**src/rtl/scan_pkg.sv**
```systemverilog
package scan_pkg;

    typedef enum logic [2:0] {
        PH_IDLE     = 3'd0,
        PH_SELFTEST = 3'd1,
        PH_COMM     = 3'd2,
        PH_INPUT    = 3'd3,
        PH_EXEC     = 3'd4,
        PH_OUTPUT   = 3'd5,
        PH_STOP     = 3'd6
    } phase_e;

endpackage

```
**src/rtl/scan_seq.sv**
```systemverilog
module scan_seq
    import scan_pkg::*;
(
    input  logic   clk,
    input  logic   rst_n,
    input  logic   run_req,
    input  logic   fault_fatal,
    input  logic   comm_pending,
    input  logic   comm_done,
    input  logic   exec_done,
    input  logic   wd_expire,
    output phase_e phase,
    output logic   comm_busy,
    output logic   exec_active,
    output logic   sample_en,
    output logic   refresh_en,
    output logic   wd_clear,
    output logic   wd_count_en,
    output logic   stopped,
    output logic   fault_led,
    output logic   wdog_alarm,
    output logic   stop_by_wdog
);

    phase_e state_q;
    phase_e state_d;
    logic   overrun;

    assign overrun = wd_count_en && wd_expire;
    assign phase   = state_q;

    // state register
    always_ff @(posedge clk or negedge rst_n) begin
        if (!rst_n) begin
            state_q <= PH_IDLE;
        end else begin
            state_q <= state_d;
        end
    end

    // next-state decode
    always_comb begin
        state_d = state_q;
        unique case (state_q)
            PH_IDLE:     if (run_req) state_d = PH_SELFTEST;
            PH_SELFTEST: state_d = fault_fatal ? PH_STOP : PH_COMM;
            PH_COMM:     if (!comm_pending || comm_done) state_d = PH_INPUT;
            PH_INPUT:    state_d = PH_EXEC;
            PH_EXEC:     if (exec_done) state_d = PH_OUTPUT;
            PH_OUTPUT:   state_d = PH_SELFTEST;
            PH_STOP:     state_d = PH_STOP;
            default:     state_d = PH_STOP;
        endcase
        if (overrun) begin
            state_d = PH_STOP;
        end
    end

    // per-state outputs
    always_comb begin
        comm_busy   = 1'b0;
        exec_active = 1'b0;
        sample_en   = 1'b0;
        refresh_en  = 1'b0;
        wd_clear    = 1'b0;
        wd_count_en = 1'b0;
        stopped     = 1'b0;
        unique case (state_q)
            PH_IDLE: begin
            end
            PH_SELFTEST: begin
                wd_clear = 1'b1;
            end
            PH_COMM: begin
                comm_busy   = comm_pending;
                wd_count_en = 1'b1;
            end
            PH_INPUT: begin
                sample_en   = 1'b1;
                wd_count_en = 1'b1;
            end
            PH_EXEC: begin
                exec_active = 1'b1;
                wd_count_en = 1'b1;
            end
            PH_OUTPUT: begin
                refresh_en  = !wd_expire;
                wd_count_en = 1'b1;
            end
            PH_STOP: begin
                stopped = 1'b1;
            end
            default: begin
                stopped = 1'b1;
            end
        endcase
    end

    // sticky halt cause
    always_ff @(posedge clk or negedge rst_n) begin
        if (!rst_n) begin
            fault_led    <= 1'b0;
            wdog_alarm   <= 1'b0;
            stop_by_wdog <= 1'b0;
        end else if (state_q == PH_SELFTEST && fault_fatal) begin
            fault_led    <= 1'b1;
            stop_by_wdog <= 1'b0;
        end else if (overrun) begin
            wdog_alarm   <= 1'b1;
            stop_by_wdog <= 1'b1;
        end
    end

endmodule

```
**src/rtl/scan_wdog.sv**
```systemverilog
module scan_wdog #(
    parameter int WDOG_LIMIT = 1000
) (
    input  logic clk,
    input  logic rst_n,
    input  logic clear,
    input  logic count_en,
    output logic expire
);

    localparam int CW = $clog2(WDOG_LIMIT + 1);
    localparam logic [CW-1:0] LAST = CW'(WDOG_LIMIT - 1);

    logic [CW-1:0] cnt_q;

    assign expire = (cnt_q == LAST);

    always_ff @(posedge clk or negedge rst_n) begin
        if (!rst_n) begin
            cnt_q <= '0;
        end else if (clear) begin
            cnt_q <= '0;
        end else if (count_en && !expire) begin
            cnt_q <= cnt_q + 1'b1;
        end
    end

endmodule

```
**src/rtl/scan_image.sv**
```systemverilog
module scan_image #(
    parameter int N_IN  = 16,
    parameter int N_OUT = 16,
    localparam int IN_IDX_W  = $clog2(N_IN),
    localparam int OUT_IDX_W = $clog2(N_OUT)
) (
    input  logic                 clk,
    input  logic                 rst_n,
    input  logic                 sample_en,
    input  logic                 write_ok,
    input  logic                 refresh_en,
    input  logic [N_IN-1:0]      field_in,
    input  logic [IN_IDX_W-1:0]  in_rd_idx,
    output logic                 in_rd_bit,
    input  logic                 wr_en,
    input  logic [OUT_IDX_W-1:0] wr_idx,
    input  logic                 wr_bit,
    input  logic [OUT_IDX_W-1:0] out_rd_idx,
    output logic                 out_rd_bit,
    output logic [N_OUT-1:0]     field_out
);

    logic [N_IN-1:0]  in_img;
    logic [N_OUT-1:0] out_img;
    logic [N_OUT-1:0] out_lat;
    logic             wr_go;

    assign wr_go = wr_en && write_ok;

    // input image: whole-word capture in the sampling phase only
    always_ff @(posedge clk or negedge rst_n) begin
        if (!rst_n) begin
            in_img <= '0;
        end else if (sample_en) begin
            in_img <= field_in;
        end
    end

    // output image bit and its latch, one slice per terminal
    for (genvar b = 0; b < N_OUT; b++) begin : g_obit
        always_ff @(posedge clk or negedge rst_n) begin
            if (!rst_n) begin
                out_img[b] <= 1'b0;
                out_lat[b] <= 1'b0;
            end else begin
                if (wr_go && (int'(wr_idx) == b)) begin
                    out_img[b] <= wr_bit;
                end
                if (refresh_en) begin
                    out_lat[b] <= out_img[b];
                end
            end
        end
    end

    assign in_rd_bit  = (int'(in_rd_idx) < N_IN) ? in_img[in_rd_idx] : 1'b0;
    assign out_rd_bit = (int'(out_rd_idx) < N_OUT) ? out_img[out_rd_idx] : 1'b0;
    assign field_out  = out_lat;

endmodule

```
**src/rtl/scan_io_ctrl.sv**
```systemverilog
module scan_io_ctrl
    import scan_pkg::*;
#(
    parameter int N_IN       = 16,
    parameter int N_OUT      = 16,
    parameter int WDOG_LIMIT = 1000,
    localparam int IN_IDX_W  = $clog2(N_IN),
    localparam int OUT_IDX_W = $clog2(N_OUT)
) (
    input  logic                 clk,
    input  logic                 rst_n,
    input  logic                 run_req,
    input  logic                 fault_fatal,
    input  logic                 comm_pending,
    input  logic                 comm_done,
    input  logic                 exec_done,
    input  logic [N_IN-1:0]      field_in,
    input  logic [IN_IDX_W-1:0]  in_rd_idx,
    output logic                 in_rd_bit,
    input  logic                 out_wr_en,
    input  logic [OUT_IDX_W-1:0] out_wr_idx,
    input  logic                 out_wr_bit,
    input  logic [OUT_IDX_W-1:0] out_rd_idx,
    output logic                 out_rd_bit,
    output logic [N_OUT-1:0]     field_out,
    output logic [2:0]           phase_o,
    output logic                 comm_busy,
    output logic                 exec_active,
    output logic                 stopped,
    output logic                 wdog_alarm,
    output logic                 fault_led,
    output logic                 stop_by_wdog
);

    phase_e phase;
    logic   sample_en;
    logic   refresh_en;
    logic   wd_clear;
    logic   wd_count_en;
    logic   wd_expire;

    scan_seq u_seq (
        .clk          (clk),
        .rst_n        (rst_n),
        .run_req      (run_req),
        .fault_fatal  (fault_fatal),
        .comm_pending (comm_pending),
        .comm_done    (comm_done),
        .exec_done    (exec_done),
        .wd_expire    (wd_expire),
        .phase        (phase),
        .comm_busy    (comm_busy),
        .exec_active  (exec_active),
        .sample_en    (sample_en),
        .refresh_en   (refresh_en),
        .wd_clear     (wd_clear),
        .wd_count_en  (wd_count_en),
        .stopped      (stopped),
        .fault_led    (fault_led),
        .wdog_alarm   (wdog_alarm),
        .stop_by_wdog (stop_by_wdog)
    );

    scan_wdog #(.WDOG_LIMIT(WDOG_LIMIT)) u_wdog (
        .clk      (clk),
        .rst_n    (rst_n),
        .clear    (wd_clear),
        .count_en (wd_count_en),
        .expire   (wd_expire)
    );

    scan_image #(.N_IN(N_IN), .N_OUT(N_OUT)) u_img (
        .clk        (clk),
        .rst_n      (rst_n),
        .sample_en  (sample_en),
        .write_ok   (exec_active),
        .refresh_en (refresh_en),
        .field_in   (field_in),
        .in_rd_idx  (in_rd_idx),
        .in_rd_bit  (in_rd_bit),
        .wr_en      (out_wr_en),
        .wr_idx     (out_wr_idx),
        .wr_bit     (out_wr_bit),
        .out_rd_idx (out_rd_idx),
        .out_rd_bit (out_rd_bit),
        .field_out  (field_out)
    );

    assign phase_o = phase;

endmodule

```
**config.mk**
```make
export PLATFORM = sky130hd
export DESIGN_NAME = scan_io_ctrl
export DESIGN_NICKNAME = d
export VERILOG_FILES = /design/src/rtl/scan_pkg.sv /design/src/rtl/scan_seq.sv /design/src/rtl/scan_wdog.sv /design/src/rtl/scan_image.sv /design/src/rtl/scan_io_ctrl.sv
export SDC_FILE = /design/constraint.sdc
export NUM_CORES = 1
export LEC_CHECK = 0
export BUFFER_PORTS_ARGS = -buffer_cell sky130_fd_sc_hd__buf_2
export CELL_PAD_IN_SITES_DETAIL_PLACEMENT = 2
export CELL_PAD_IN_SITES_GLOBAL_PLACEMENT = 2
export CORE_MARGIN = 2
export CORE_UTILIZATION = 37
export DETAILED_ROUTE_END_ITERATION = 6
export PLACE_DENSITY = 0.77
export SETUP_SLACK_MARGIN = 0.15
export SLEW_MARGIN = 5
export SYNTH_ARGS = -nofsm -noshare
export SYNTH_HDL_FRONTEND = slang
export SYNTH_SLANG_ARGS = --single-unit
```
**constraint.sdc**
```tcl
create_clock -name clk -period 2.12 [get_ports clk]
set_input_delay 0.424 -clock clk [delete_from_list [all_inputs] [get_ports clk]]
set_output_delay 0.424 -clock clk [all_outputs]
set_load 0.03 [all_outputs]
```
======== After elaboration in Yosys (flattened, before gate mapping) ========
Cells that the tools add are included.
cells by class
  order comparisons ....................... 2
  eq/ne operators ......................... 24
  add/sub/neg operators ................... 1
  multiplexer cells ....................... 21
  bitwise gates (word level) .............. 1
  reduce and logical (&&, ||, !) cells .... 31
operator list
  cell                                                                           count
  4-bit equality test (second input constant)                                    8
  1-bit logical AND                                                              20
  10-bit two-way mux                                                             2
  3-bit one-hot mux with 6 select lines                                          1
  4-bit by 3-bit equality test with 1-bit output (second input constant)         4
  3-bit two-way mux                                                              5
  1-bit two-way mux                                                              11
  10-bit by 1-bit adder with 10-bit output (second input constant)               1
  10-bit equality test (second input constant)                                   1
  4-bit by 5-bit less-than comparator with 1-bit output (second input constant)  2
  1-bit binary-select mux with 4-bit select                                      2
  4-bit by 2-bit equality test with 1-bit output (second input constant)         2
  3-bit by 2-bit equality test with 1-bit output (second input constant)         2
  3-bit equality test (second input constant)                                    2
  3-bit by 2-bit inequality test with 1-bit output (second input constant)       2
  6-bit OR reduction                                                             1
  4-bit by 1-bit equality test with 1-bit output (second input constant)         1
  4-bit zero test                                                                1
  2-bit nonzero test                                                             2
  4-bit OR reduction                                                             1
  3-bit by 1-bit equality test with 1-bit output (second input constant)         1
  3-bit zero test                                                                1
  3-bit by 1-bit inequality test with 1-bit output (second input constant)       1
  3-bit AND reduction                                                            1
  other kinds (4)                                                                5
storage, ports and cells
  register bits ........................... 64
  input bits .............................. 37
  output and inout port bits .............. 27

======== Logic depth before layout (Yosys ltp) ========
  word-level depth ........................ 6
  gate-level depth with buffers ........... 7

======== Hierarchy ========
Synthesis repeated with hierarchy kept, for this count alone.
second synthesis, totals
  cells, all modules ...................... 239
  area total of the unflattened synthesis .. 3138.0 µm²
modules (own cells, without submodules)
  module      seq. area each (µm²)  instances  area an instance (µm²)  cells each
  scan_image  1201.2                1          2174.6                  141
  scan_wdog   250.2                 1          606.8                   63
  scan_seq    150.1                 1          356.6                   35

======== Least setup slack after synthesis ========
No wires, ideal clock.
  kind .................................... register -> register
  start point ............................. reg u_seq.state_q[1], in the netlist u_seq.phase[1]
  end point ............................... reg u_seq.state_q[2], in the netlist u_seq.phase[2]
  clock period less this slack ............ 2.463 ns
  setup time .............................. 0.124 ns
  cell stages (with the launch flop) ...... 6
  data arrival time ....................... 2.339 ns
  slack ................................... -0.343 ns
  data required time ...................... 1.996 ns
  cells stage by stage .................... dfrtp_1 clkbuf_1 nor4bb_1 nor2b_1 o21a_1 o21bai_1
between the ends
  longest elaborated chain between the ends .. 6
  elaborated cells between the ends (all ways) .. 15
ends and longest elaborated chain
  item                                                                                                                                          RTL line                        source
  start, declared                                                                                                                               scan_seq.sv:25                  phase_e state_q;
  start signal, assigned                                                                                                                        scan_seq.sv:37                  state_q <= state_d;
  3-bit by 2-bit equality test with 1-bit output / 3-bit equality test (equally long branches)                                                  scan_seq.sv:44, scan_seq.sv:68
  4-bit OR reduction (no source line)                                                                                                           n/a
  1-bit two-way mux                                                                                                                             scan_seq.sv:68                  unique case (state_q)
  1-bit logical AND                                                                                                                             scan_seq.sv:29                  assign overrun = wd_count_en && wd_expire;
  3-bit by 1-bit inequality test with 1-bit output (no source line) / 3-bit by 2-bit inequality test with 1-bit output (equally long branches)  n/a
  3-bit AND reduction (no source line)                                                                                                          n/a
Several ways; a longest one is shown, not always the timed one.
A chain may end at the register's enable or synchronous reset.

======== Worst setup path after layout ========
  start point ............................. reg u_img.out_img[9]
  end point ............................... out out_rd_bit
between the ends
  longest elaborated chain between the ends .. 2
ends and longest elaborated chain
  item                                       RTL line            source
  start, declared                            scan_image.sv:24    logic [N_OUT-1:0] out_img;
  start signal, assigned by index            scan_image.sv:47    out_img[b] <= wr_bit;
  1-bit binary-select mux with 4-bit select  scan_image.sv:57    assign out_rd_bit = (int'(out_rd_idx) < N_OUT) ? out_img[out_rd_idx] : 1'b0;
  1-bit two-way mux (not written as such)    scan_image.sv:57
  end, declared                              scan_io_ctrl.sv:24  output logic out_rd_bit,
No other way between the ends. The select of a mux whose other input is x is not followed.

==> qor.yml <==
run_status: "finished with violations"
failing_checks: "negative setup slack"
grt_pass1_wl_um: 12900
post_synth_instance_area_um2: 3020
first_global_vias: 2344
slew-limit-headroom_pct: 70.1
yosys.area_share.adder_pct: 0.829
cts.path.max_buffers: 2
finalSetupViolations: 2
die_h_um: 94.4
yosysUniqueCellTypes: 40
place_hpwl_um: 5270
number_of_antenna_violations_at_the_first_check_in_global_routing: 0
critPathArrivalTime_ns: 1.88
cts_tree: "yes"
synth_ff_type: "sky130_fd_sc_hd__dfrtp_1"
fin_crit_sh_pct: 109
number_of_synthesized_flops_with_an_enable_pin: 0
floorplan.core_area_um2: 7810
syn-mean-instance-area_um2: 13.7
portBuffers: 63
cts.htree.levels: 3
initial_utilization_pct: 38.7
pwr_density_cell_nw_per_um2: 1420
peakVddDrop_mv: 0.642
path_class: "reg -> out"
utilization_pct: 48.2
netlist.area_leader.share_pct: 53.0
remaining_drc_errors: 0
syn-num-nets: 259
postSynth.asyncResetShare_pct: 100
fmax_mhz: 435
p_leak_nw: 1.82
vias: 2133
fin_tns_setup_ns: -0.331
synthesized_area_fraction_occupied_by_ao_oa_aoi_and_oai_cells_pct: 2.86
drtIter0Drc: 69
worstSetupStartpointType: "register"
synth_xor_xnor_area_share_pct: 2.03
postSynthRegisterBits: 64
dpl_cell_area_um2: 3510
cts-buffers-inserted: 9
synthDominantAreaCellType: "sky130_fd_sc_hd__dfrtp_1"
timing.clock.skew_ns: 0.00736
synthTopCellsByArea: "sky130_fd_sc_hd__dfrtp_1 (53%), sky130_fd_sc_hd__mux2_2 (15%), sky130_fd_sc_hd__mux4_2 (7.5%)"
fp.dieW_um: 94.4
drt_pass1_iterations: 4
timing_hold_violations_final: 0
cts.sinks: 64
detail-route-antenna-nets: 0
clock_tree.root_cell: "sky130_fd_sc_hd__clkbuf_8"
grt_setup_unrepaired: "true"
ff2ff_setup_slack_ns: 0.22
post_route_cells_drive_above_1_share_pct: 53.6
clkTransAtPathRegs_ns: 0.07
vias_per_cell: 5.25
avgRoutedWirePerCell_um: 19.6
synth.mux.area_fraction_pct: 27.3
synth.yosys.warnings: 0
synth_top_family_by_area: "multiplexers"
tightestPinTransition_ns: 0.447
fin_ws_ns: -0.181
worst_skew_pair.late_latency_ns: 0.34
post_synth_and_or_nand_nor_area_fraction_pct: 12.2
antenna-diode-count: 0
synth_sequential_area_ratio_pct: 53.0
floorplan.rows: 32
layout.nets: 340
type_of_the_worst_min_delay_path: "in -> async"
gp_congestion: 0.778
final_max_slew_viol_count: 0
cap_violations: 0
worstSetupEndpointType: "primary output"
critical_path.max_fanout: 3
total_global_routing_overflow: 0
postLayoutCellArea_um2: 3760
totalWireLength_um: 7970
areaGrowthSynthToFinish_pct: 24.6
grt_max_degree: 65
postCtsHoldBufs: 0
design.portCount: 64
cp.required_ns: 1.70
floorplan.die_area_um2: 8900
cells_after_synth: 220
grt_usage_pct: 19.4
time_the_final_worst_path_needs_with_i_o_delays_and_setup_ns: 2.30
per-layer routing:
layer	share of wire (%)	wire length, um	vias up	GRT usage (%)
met1	46	3670	1113	26.9
met5	0	0	-	0
met2	49	3940	40	30.6
met4	1.1	89	0	7.25
li1	-	-	973	-
met3	3.3	264	7	3.59
Yosys cell counts, drive strengths merged (2+ instances only):
| cell | n |
|---|---|
| nand3 | 5 |
| and3 | 2 |
| nor2b | 5 |
| nand4 | 3 |
| nand2 | 17 |
| xnor2 | 2 |
| a21oi | 4 |
| o21ai | 2 |
| ha | 2 |
| buf | 2 |
| clkbuf | 5 |
| nor3 | 7 |
| nor3b | 4 |
| mux4 | 10 |
| nor2 | 11 |
| dfrtp | 64 |
| mux2 | 49 |
| xor2 | 5 |
| o21a | 2 |
| or3 | 3 |
worst max-delay path: stages, from the launching register on:
cell	delay [ns]
sky130_fd_sc_hd__dfrtp_1	0.42
sky130_fd_sc_hd__mux4_2	0.47
sky130_fd_sc_hd__mux4_2	0.49
sky130_fd_sc_hd__buf_6	0.16
sequential cells by signal (all words and copies together) (netlist names):
| register | flops |
|---|---|
| u_img.out_img | 16 |
| u_img.in_img | 16 |
| u_img.field_out | 16 |
| u_seq.stop_by_wdog | 1 |
| u_seq.wdog_alarm | 1 |
| u_wdog.cnt_q | 10 |
| u_seq.phase | 3 |
| u_seq.fault_led | 1 |
through the flow:
step	cells	worst slack (ns)	hold slack (ns)	total power [mW]
5_1_grt	406	-0.215	0.103	5.64
2_1_floorplan	220	0.0742	0.128	3.64
6_report	406	-0.181	0.0765	5.33
3_5_place_dp	387	-0.0861	0.449	4.31
4_1_cts	406	-0.183	0.0968	5.35
3_3_place_gp	387	-0.0354	0.445	4.23
timing repair:
action / CTS / global route
endpoints found under the setup margin: 19 / 22
setup buffers: 4 / 0
resized for setup: 7 / 7
endpoints found under the hold margin: 0 / 0
pin swaps: 1 / 1
cloned: 1 / 0
layout make-up:
cell class,count,area (um^2)
clock inverters,4,22.5
inverters,1,3.75
multi-input cells,149,1430
repair buffers,76,440
fillers,811,4050
flip-flops and latches,64,1600
clock buffers,10,138
well taps,102,128
cell usage in the layout (no fill, tap or decap), drive strengths merged:
cell,instances
mux2i,1
clkinv,3
xor2,5
a21oi,4
nand2,17
or3b,1
o21bai,1
mux4,10
nor2b,5
inv,1
nand3,5
mux2,49
o21ai,2
a311o,1
nor3b,4
xnor2,2
and3,2
clkbuf,10
nor3,7
o21a,2
nor2,11
a2111oi,1
clkinvlp,1
or2,1
or3,3
nor4,1
dfrtp,64
nand2b,1
nand4bb,1
and4,1
a21o,1
nand4,3
or4b,2
o31ai,1
buf,76
and2,1
ha,2
nor4bb,1
cell families after synthesis:
family	count (synthesis)
and+or+nand+nor	66
adders and majority gates	2
buffers and inverters	8
muxes	60
xor gates and xnor gates	7
AOI/OAI and AO/OA	13
DFF	64
where the power goes:
part           switching (mW)  total, mW  internal [mW]
clock network           0.456      0.893          0.436
registers               0.386       2.11           1.72
logic                    1.20       2.33           1.13
final timing paths:
check,to,from,cells past startpoint
setup / recovery,out_rd_bit,u_img.out_img[9],3
hold / removal,u_img.field_out[10],rst_n,2
setup reg to reg,u_img.field_out[15],u_wdog.cnt_q[0],5
hold reg to reg,u_seq.wdog_alarm,u_seq.wdog_alarm,1
max in group asynchronous,u_wdog.cnt_q[5],rst_n,2
min in group clk,u_img.in_img[1],field_in[1],2
No activity file was read; power rests on OpenSTA's default activity.
